**config.mk**
```make
export PLATFORM = sky130hd
export DESIGN_NAME = uart_tx_dbuf
export DESIGN_NICKNAME = d
export VERILOG_FILES = /design/src/rtl/uart_tx_pkg.sv /design/src/rtl/uart_tx_hold.sv /design/src/rtl/uart_tx_shift.sv /design/src/rtl/uart_tx_doneflag.sv /design/src/rtl/uart_tx_pinmux.sv /design/src/rtl/uart_tx_dbuf.sv
export SDC_FILE = /design/constraint.sdc
export NUM_CORES = 1
export LEC_CHECK = 0
export BUFFER_PORTS_ARGS = -buffer_cell sky130_fd_sc_hd__buf_2
export CELL_PAD_IN_SITES_DETAIL_PLACEMENT = 1
export CELL_PAD_IN_SITES_GLOBAL_PLACEMENT = 1
export CORE_MARGIN = 8
export CORE_UTILIZATION = 42
export DETAILED_ROUTE_END_ITERATION = 8
export PLACE_DENSITY = 0.84
export SLEW_MARGIN = 20
export SYNTH_ARGS = -nofsm -noshare
export SYNTH_HDL_FRONTEND = slang
export SYNTH_SLANG_ARGS = --single-unit
```
**constraint.sdc**
```tcl
create_clock -name clk -period 2.51 [get_ports clk]
set_clock_uncertainty 0.2 [all_clocks]
set_input_delay 0.1255 -clock clk [delete_from_list [all_inputs] [get_ports clk]]
set_output_delay 0.1255 -clock clk [all_outputs]
set_load 0.01 [all_outputs]
```
**src/rtl/uart_tx_pkg.sv**
```systemverilog
package uart_tx_pkg;

  typedef enum logic [1:0] {
    SH_IDLE = 2'd0,
    SH_RUN  = 2'd1,
    SH_STOP = 2'd2
  } shift_state_e;

endpackage

```
**src/rtl/uart_tx_hold.sv**
```systemverilog
module uart_tx_hold #(
  parameter int DATA_W = 8
) (
  input  logic              clk,
  input  logic              rst_n,
  input  logic              tx_en,
  input  logic              wr_valid,
  output logic              wr_ready,
  input  logic [DATA_W-1:0] wr_data,
  input  logic              take,
  output logic              hold_full,
  output logic [DATA_W-1:0] hold_data,
  output logic              wr_accept
);

  assign wr_ready  = tx_en && !hold_full;
  assign wr_accept = wr_valid && wr_ready;

  always_ff @(posedge clk) begin
    if (!rst_n) begin
      hold_full <= 1'b0;
      hold_data <= '0;
    end else if (!tx_en) begin
      hold_full <= 1'b0;
    end else if (wr_accept) begin
      hold_full <= 1'b1;
      hold_data <= wr_data;
    end else if (take) begin
      hold_full <= 1'b0;
    end
  end

  // an accepted character occupies the register on the next cycle
  a_r2_accept_fills: assert property (@(posedge clk) disable iff (!rst_n)
    wr_accept |=> hold_full);

  // a transfer into the shifter frees the register
  a_r4_take_frees: assert property (@(posedge clk) disable iff (!rst_n)
    (take && tx_en) |=> !hold_full);

  // disabling discards the queued character
  a_r10_flush: assert property (@(posedge clk) disable iff (!rst_n)
    !tx_en |=> !hold_full);

endmodule

```
**src/rtl/uart_tx_shift.sv**
```systemverilog
module uart_tx_shift
  import uart_tx_pkg::*;
#(
  parameter int DATA_W = 8
) (
  input  logic              clk,
  input  logic              rst_n,
  input  logic              tx_en,
  input  logic              baud_tick,
  input  logic              nine_bit_mode,
  input  logic              tx_bit8,
  input  logic              hold_full,
  input  logic [DATA_W-1:0] hold_data,
  output logic              take,
  output logic              done_set,
  output logic              line
);

  localparam int SR_W = DATA_W + 3;
  localparam int CW   = $clog2(DATA_W + 4);
  localparam logic [CW-1:0] LEN_SHORT = CW'(DATA_W + 2);
  localparam logic [CW-1:0] LEN_LONG  = CW'(DATA_W + 3);

  shift_state_e    state;
  logic [SR_W-1:0] sr;
  logic [CW-1:0]   cnt;
  logic [CW-1:0]   len_q;
  logic            last_bit;
  logic [SR_W-1:0] sr_load;
  logic [CW-1:0]   len_load;

  assign last_bit = (state == SH_RUN) && baud_tick && (cnt == CW'(1));
  assign take     = tx_en && hold_full &&
                    ((state == SH_IDLE) || (state == SH_STOP) || last_bit);
  assign done_set = tx_en && (state == SH_STOP) && baud_tick && !hold_full;

  always_comb begin
    sr_load  = {1'b1, (nine_bit_mode ? tx_bit8 : 1'b1), hold_data, 1'b0};
    len_load = nine_bit_mode ? LEN_LONG : LEN_SHORT;
  end

  always_ff @(posedge clk) begin
    if (!rst_n || !tx_en) begin
      state <= SH_IDLE;
      sr    <= '1;
      cnt   <= '0;
      len_q <= LEN_SHORT;
      line  <= 1'b1;
    end else begin
      if ((state == SH_RUN) && baud_tick) begin
        line <= sr[0];
        sr   <= {1'b1, sr[SR_W-1:1]};
        cnt  <= cnt - CW'(1);
      end
      if (take) begin
        sr    <= sr_load;
        cnt   <= len_load;
        len_q <= len_load;
        state <= SH_RUN;
      end else if (last_bit) begin
        state <= SH_STOP;
      end else if ((state == SH_STOP) && baud_tick) begin
        state <= SH_IDLE;
      end
    end
  end

  // the first tick of a loaded frame drives the start bit
  a_r4_start_low: assert property (@(posedge clk) disable iff (!rst_n)
    (tx_en && state == SH_RUN && baud_tick && cnt == len_q) |=> !line);

  // the final bit of every frame is a high stop bit
  a_r3_stop_high: assert property (@(posedge clk) disable iff (!rst_n)
    (tx_en && last_bit) |=> line);

  // idle shifter keeps the line high
  a_r11_idle_high: assert property (@(posedge clk) disable iff (!rst_n)
    (state == SH_IDLE) |-> line);

  // a disable returns the shifter to idle
  a_r10_abort: assert property (@(posedge clk) disable iff (!rst_n)
    !tx_en |=> (state == SH_IDLE));

endmodule

```
**src/rtl/uart_tx_doneflag.sv**
```systemverilog
module uart_tx_doneflag (
  input  logic clk,
  input  logic rst_n,
  input  logic done_set,
  input  logic clr_req,
  output logic tx_done
);

  always_ff @(posedge clk) begin
    if (!rst_n)        tx_done <= 1'b0;
    else if (clr_req)  tx_done <= 1'b0;
    else if (done_set) tx_done <= 1'b1;
  end

  // a clear request always wins
  a_r8_clear_wins: assert property (@(posedge clk) disable iff (!rst_n)
    clr_req |=> !tx_done);

  // completion sets the flag, which then holds
  a_r7_sets: assert property (@(posedge clk) disable iff (!rst_n)
    (done_set && !clr_req) |=> tx_done);

  a_r7_holds: assert property (@(posedge clk) disable iff (!rst_n)
    (!done_set && !clr_req) |=> $stable(tx_done));

endmodule

```
**src/rtl/uart_tx_pinmux.sv**
```systemverilog
module uart_tx_pinmux (
  input  logic tx_en,
  input  logic line,
  input  logic gpio_out,
  input  logic gpio_oe,
  output logic pin_out,
  output logic pin_oe
);

  always_comb begin
    pin_out = tx_en ? line : gpio_out;
    pin_oe  = tx_en | gpio_oe;
  end

endmodule

```
**src/rtl/uart_tx_dbuf.sv**
```systemverilog
module uart_tx_dbuf #(
  parameter int DATA_W = 8
) (
  input  logic              clk,
  input  logic              rst_n,
  input  logic              baud_tick,
  input  logic              tx_en,
  input  logic              nine_bit_mode,
  input  logic              tx_bit8,
  input  logic              wr_valid,
  output logic              wr_ready,
  input  logic [DATA_W-1:0] wr_data,
  input  logic              tc_clr,
  input  logic              gpio_out,
  input  logic              gpio_oe,
  output logic              hold_empty,
  output logic              tx_done,
  output logic              pin_out,
  output logic              pin_oe
);

  logic              hold_full;
  logic [DATA_W-1:0] hold_data;
  logic              wr_accept;
  logic              take;
  logic              done_set;
  logic              line;

  assign hold_empty = !hold_full;

  uart_tx_hold #(.DATA_W(DATA_W)) u_hold (
    .clk(clk), .rst_n(rst_n), .tx_en(tx_en),
    .wr_valid(wr_valid), .wr_ready(wr_ready), .wr_data(wr_data),
    .take(take), .hold_full(hold_full), .hold_data(hold_data),
    .wr_accept(wr_accept)
  );

  uart_tx_shift #(.DATA_W(DATA_W)) u_shift (
    .clk(clk), .rst_n(rst_n), .tx_en(tx_en), .baud_tick(baud_tick),
    .nine_bit_mode(nine_bit_mode), .tx_bit8(tx_bit8),
    .hold_full(hold_full), .hold_data(hold_data),
    .take(take), .done_set(done_set), .line(line)
  );

  uart_tx_doneflag u_done (
    .clk(clk), .rst_n(rst_n), .done_set(done_set),
    .clr_req(tc_clr || wr_accept), .tx_done(tx_done)
  );

  uart_tx_pinmux u_pin (
    .tx_en(tx_en), .line(line), .gpio_out(gpio_out), .gpio_oe(gpio_oe),
    .pin_out(pin_out), .pin_oe(pin_oe)
  );

  // completion is only reported with nothing queued
  a_r7_done_empty: assert property (@(posedge clk) disable iff (!rst_n)
    $rose(tx_done) |-> hold_empty);

endmodule

```
* Yosys cells after proc, flatten, opt, wreduce, memory -nomap -nowiden *
Index checks and enable logic that the tools add are counted.

storage, ports and cells
  bits of input ports = 18
  output and inout port bits = 5
  bits in registers = 27

operators by class
  reductions and logical operators = 26
  mux-type cells = 12
  add/subtract/negate cells = 1
  eq/ne operators = 3
  bitwise logic cells = 2

operator list
  operator                                                                number
  10-bit 2-to-1 mux                                                       2
  1-bit logical AND                                                       10
  4-bit 2-to-1 mux                                                        2
  1-bit 2-to-1 mux                                                        6
  2-bit nonzero test                                                      3
  4-bit by 1-bit equality test with 1-bit output (second input constant)  1
  1-bit logical OR                                                        4
  2-bit 2-to-1 mux                                                        2
  2-bit AND reduction                                                     2
  2-bit OR reduction                                                      2
  4-bit by 1-bit subtractor with 4-bit output (second input constant)     1
  1-bit logical NOT                                                       3
  3-bit nonzero test                                                      1
  2-bit by 1-bit equality test with 1-bit output (second input constant)  1
  2-bit equality test (second input constant)                             1
  2-bit logical NOT                                                       1
  1-bit NOT                                                               1
  1-bit OR                                                                1

* Longest topological paths before layout *
  depth in word-level cells = 7
  mapped depth = 6
  mapped depth without buffers = 5

* Modules after synthesis *
Synthesis repeated with hierarchy kept, for this count alone.

unflattened totals
  cell total of the unflattened synthesis = 150
  area, all modules = 1400.1 um2

modules (own cells, without submodules)
  module            seq. area each (um2)  cells an instance  times used  area an instance (um2)
  uart_tx_shift     340.3                 101                1           949.7
  uart_tx_hold      180.2                 42                 1           382.9
  uart_tx_doneflag  20.0                  3                  1           36.3
  uart_tx_pinmux    0.0                   2                  1           21.3
  uart_tx_dbuf      0.0                   2                  1           10.0

* Worst setup path after synthesis *
Ideal clock, no wire load.

  path type = reg-to-reg
  start point = register u_shift.cnt[1]
  end point = register u_shift.sr[2]
  clock period less this slack = 1.772 ns
  arrival = 1.501 ns
  stages on the path, launching flop included = 7
  path slack = 0.738 ns
  cells stage by stage = dfxtp_1 > inv_1 > ha_1 > or3b_4 > o31ai_4 > buf_8 > mux2i_1

between the ends
  cells in the longest elaborated chain, start to end = 5
  elaborated cells between the ends (all ways) = 6
  those cells by class = eq/ne (1); mux (1); reduce/logical (4)

ends and longest elaborated chain
  what                                                            line                 source
  start, declared                                                 uart_tx_shift.sv:26  logic [CW-1:0] cnt;
  start signal, assigned                                          uart_tx_shift.sv:53  cnt <= cnt - CW'(1);
  start signal, assigned                                          uart_tx_shift.sv:57  cnt <= len_load;
  4-bit by 1-bit equality test with 1-bit output (*)              uart_tx_shift.sv:32  assign last_bit = (state == SH_RUN) && baud_tick && (cnt == CW'(1));
  1-bit logical AND (*)                                           uart_tx_shift.sv:32
  1-bit logical OR (*)                                            uart_tx_shift.sv:34  ((state == SH_IDLE) || (state == SH_STOP) || last_bit);
  1-bit logical AND (*)                                           uart_tx_shift.sv:33  assign take = tx_en && hold_full &&
  10-bit 2-to-1 mux / 2-bit nonzero test (equally long branches)  n/a
  end signal, assigned                                            uart_tx_shift.sv:52  sr <= {1'b1, sr[SR_W-1:1]};
  end signal, assigned                                            uart_tx_shift.sv:56  sr <= sr_load;
  end, declared                                                   uart_tx_shift.sv:25  logic [SR_W-1:0] sr;

Mark *: on every way between the ends. The rest lies on a longest branch, timed or not.
A chain may end at the register's enable or synchronous reset.

* Final worst setup path *
  start point = register u_hold.hold_full
  end point = register u_hold.hold_data[3]

between the ends
  cells in the longest elaborated chain, start to end = 4

ends and longest elaborated chain
  what                                  line                source
  start, declared                       uart_tx_hold.sv:11  output logic hold_full,
  start signal, assigned                uart_tx_hold.sv:21  hold_full <= 1'b0;
  start signal, assigned                uart_tx_hold.sv:24  hold_full <= 1'b0;
  start signal, assigned                uart_tx_hold.sv:26  hold_full <= 1'b1;
  1-bit logical NOT                     uart_tx_hold.sv:16  assign wr_ready = tx_en && !hold_full;
  1-bit logical AND                     uart_tx_hold.sv:16
  1-bit logical AND                     uart_tx_hold.sv:17  assign wr_accept = wr_valid && wr_ready;
  2-bit AND reduction (no source line)  n/a
  end signal, assigned                  uart_tx_hold.sv:27  hold_data <= wr_data;
  end, declared                         uart_tx_hold.sv:12  output logic [DATA_W-1:0] hold_data,

Every way passes these cells.

==> flow_summary.json <==
{
  "status": "completed",
  "io_pins": 23,
  "final.min_clock_period_ps": 2350,
  "arrival_ps": 2440,
  "hpwl_um": 2630,
  "critPathBufInv": 2,
  "wl_per_cell_um": 18.1,
  "setup_viol": 0,
  "syn-num-nets": 170,
  "cpMostUsedCell": "dlygate4sd3_1",
  "ir_drop_mv": 0.245,
  "cp_data_required_time_ps": 2600,
  "synth_top_family_by_area": "simple AND/OR/NAND/NOR gates",
  "seq_power_share_pct": 58.7,
  "ys.flop_type": "dfxtp_1",
  "synthSimpleGateAreaFrac_pct": 25.7,
  "synth-xor-area-share_pct": 0.629,
  "synthCells": 150,
  "ys_ff_latch": 27,
  "rows": 21,
  "ys_types": 43,
  "cp_max_fo": 10,
  "yosys_warnings": 0,
  "min_period_over_period_pct": 93.5,
  "cp-start-kind": "flip-flop",
  "drc": 0,
  "vias": 1295,
  "numCtsBuffers": 3,
  "syn_area_per_cell_sq_um": 9.28,
  "clk-insertion-delay-late_ps": 330,
  "power_frac_clock_pct": 25.6,
  "setup-tns-final_ps": 0,
  "viasPerCell": 5.37,
  "power.density_nw_per_um2": 418,
  "grt_usage_pct": 17.2,
  "fmax_ghz": 0.426,
  "finalHoldViolations": 0,
  "intPower_mw": 0.561,
  "cp_slowest_cell": "dlygate4sd3_1",
  "holdWs_ps": 45.6,
  "die_w_um": 73.6,
  "async_reset_ff_share_pct": 0,
  "cpPeakStageDelay_ps": 580,
  "synth_compound_area_share_pct": 17.8,
  "nNetsFinal": 216,
  "n_antenna_cell": 0,
  "cp_cell_sequence": "nor2b_4 -> nand3_1 -> dlygate4sd3_1 -> a21boi_0 -> dlygate4sd3_1",
  "cts_setup_buffers": 0,
  "layoutNonFillerInstCount": 241,
  "cp-end-kind": "flip-flop",
  "grt_start_max_net_pins": 26,
  "grt_pass1_wl_um": 7220,
  "antenna_found_initial": 0,
  "synthAdderAreaFrac_pct": 1.80,
  "cts_tree": "done",
  "slew_headroom_pct": 67.9,
  "cts.sinks": 27,
  "synth_edf_count": 0,
  "core-area_sq_um": 3260,
  "combinationalPowerShare_pct": 15.7,
  "grt_pass1_vias": 1464,
  "synthToLayoutAreaGrowth_pct": 31.5,
  "slew_viol_final": 0,
  "die_h_um": 73.6,
  "drt_first_iter_violations": 66,
  "gp_congestion": 0.841,
  "cts.clk_slew.worst_paths_ps": 160,
  "switching_share_pct": 26.7,
  "die_area_sq_um": 5410,
  "firstDrtPassIters": 4,
  "io_buffers": 22,
  "ant_nets": 0,
  "tightest_slew_ps": 479,
  "p_leak_nw": 0.706,
  "layout-drive-gt1-share_pct": 20.0,
  "cts_max_level": 1,
  "clk_path_buf_depth": 2,
  "root_buffer": "clkbuf_4",
  "drt-total-wl_um": 4360,
  "crit_family": "buffers and inverters",
  "yosysSeqAreaShare_pct": 38.8,
  "worstSetupPathType": "reg2reg",
  "rsz0062_at_grt": "no",
  "netlist_area_sq_um": 1390,
  "grt_overflow": 0,
  "max_cap_viol_count": 0,
  "fill_cells": 391,
  "synth_mux_area_share_pct": 8.00,
  "p_switching_mw": 0.204,
  "hold_path.class": "in2reg",
  "placed_cells": 208,
  "start_util_pct": 42.7
}
-- metal layers --
| metal | global-route usage, % | part of all wire, % | vias up |
|---|---|---|---|
| li1 | - | - | 633 |
| met5 | 0 | 0 | - |
| met1 | 18.7 | 41 | 633 |
| met4 | 5.54 | 1.3 | 0 |
| met3 | 3.27 | 3.2 | 6 |
| met2 | 32.2 | 54 | 23 |
-- metrics by stage --
stage / power (mW) / util (%) / instance area (sq um) / setup WS (ps)
finish: 0.765 / 56.2 / 1830 / 163
global route: 0.798 / 56.2 / 1830 / 37.3
CTS: 0.757 / 55.9 / 1820 / 44.6
detailed placement: 0.543 / 46.2 / 1500 / 587
global placement: 0.538 / 46.2 / 1500 / 697
floorplan: 0.513 / - / 1390 / 738
-- area by class of cell --
type                            instances  area [sq um]  share of cell area (%)
Clock inverter                          1          5.00                   0.273
Multi-Input combinational cell        105           761                    41.5
Timing Repair Buffer                   55           430                    23.5
Tap cell                               46          57.6                    3.14
Inverter                                4          15.0                   0.820
Sequential cell                        27           541                    29.5
Clock buffer                            3          22.5                    1.23
-- worst register-to-register path, stage by stage, from the launching register on --
cell,delay (ps)
dfxtp_1,460
nor2b_4,220
nand3_1,90
dlygate4sd3_1,560
a21boi_0,200
dlygate4sd3_1,580
-- final timing paths --
kind                                                        from                          endpoint  slack [ps]  depth (start not counted)
worst max-delay path               u_hold.hold_full$_SDFFE_PN0P_  u_hold.hold_data[3]$_SDFFE_PN0P_         160                          5
worst max register to register     u_hold.hold_full$_SDFFE_PN0P_  u_hold.hold_data[3]$_SDFFE_PN0P_         160                          5
worst min-delay path                               nine_bit_mode       u_shift.cnt[0]$_SDFFE_PN0P_          50                          3
worst min register to register  u_hold.hold_data[6]$_SDFFE_PN0P_  u_hold.hold_data[6]$_SDFFE_PN0P_         300                          2
-- power groups by stage --
stage               Combinational [mW]  Sequential [mW]  Clock, mW
floorplan                       0.0597            0.453          0
global placement                0.0811            0.456          0
detailed placement              0.0859            0.457          0
CTS                              0.115            0.448      0.194
global route                     0.130            0.451      0.217
finish                           0.120            0.449      0.196
-- cells in the final DEF (no fill, tap or decap), drive strengths merged, types with 2 or more instances in the layout --
master | Yosys | layout
nor2 | 8 | 8
buf | 8 | 26
inv | 4 | 4
and4b | 8 | 8
nand3 | 8 | 8
nand4 | 2 | 2
mux2i | 10 | 10
dfxtp | 27 | 27
nor2b | 2 | 2
a21oi | 4 | 4
a211oi | 8 | 8
dlygate4sd3 | 0 | 29
clkbuf | 6 | 3
a21boi | 8 | 8
nand3b | 3 | 3
o21ai | 2 | 2
nand2 | 13 | 13
ha | 2 | 2
nor4 | 2 | 2
o31ai | 2 | 2
nor3b | 3 | 3
nor3 | 2 | 2
or3b | 2 | 2
-- sequential cells by signal, indices dropped and copies added (netlist names) --
register,flops
u_shift.line,1
u_done.tx_done,1
u_shift.state,2
u_hold.hold_data,8
u_hold.hold_full,1
u_shift.cnt,4
u_shift.sr,10
-- cell usage after synthesis (all sizes together), types with 2 or more instances --
library cell	count	area [sq um]
buf	8	63.8
a21boi	8	60.1
clkbuf	6	22.5
nand3	8	40.0
nor3b	3	22.5
ha	2	25.0
and4b	8	80.1
a21oi	4	20.0
dfxtp	27	541
nor3	2	10.0
nand3b	3	22.5
o21ai	2	10.0
inv	4	15.0
nor4	2	12.5
o31ai	2	28.8
a211oi	8	60.1
nor2b	2	12.5
or3b	2	20.0
nand2	13	48.8
mux2i	10	100
nand4	2	12.5
nor2	8	30.0
-- what timing repair did --
action,CTS,global route
hold buffers,29,0
endpoints found under the hold margin,14,0
resized for setup,0,3
setup endpoints to repair,0,6
-- cells by family after synthesis --
| group | Yosys count |
|---|---|
| AO/OA/AOI/OAI | 32 |
| XOR/XNOR | 1 |
| adder cells (fa/ha/maj) | 2 |
| buffers and inverters | 18 |
| flip-flops | 27 |
| multiplexers | 11 |
| AND/OR/NAND/NOR | 59 |
Note: power is estimated with default switching activity, not from simulation.
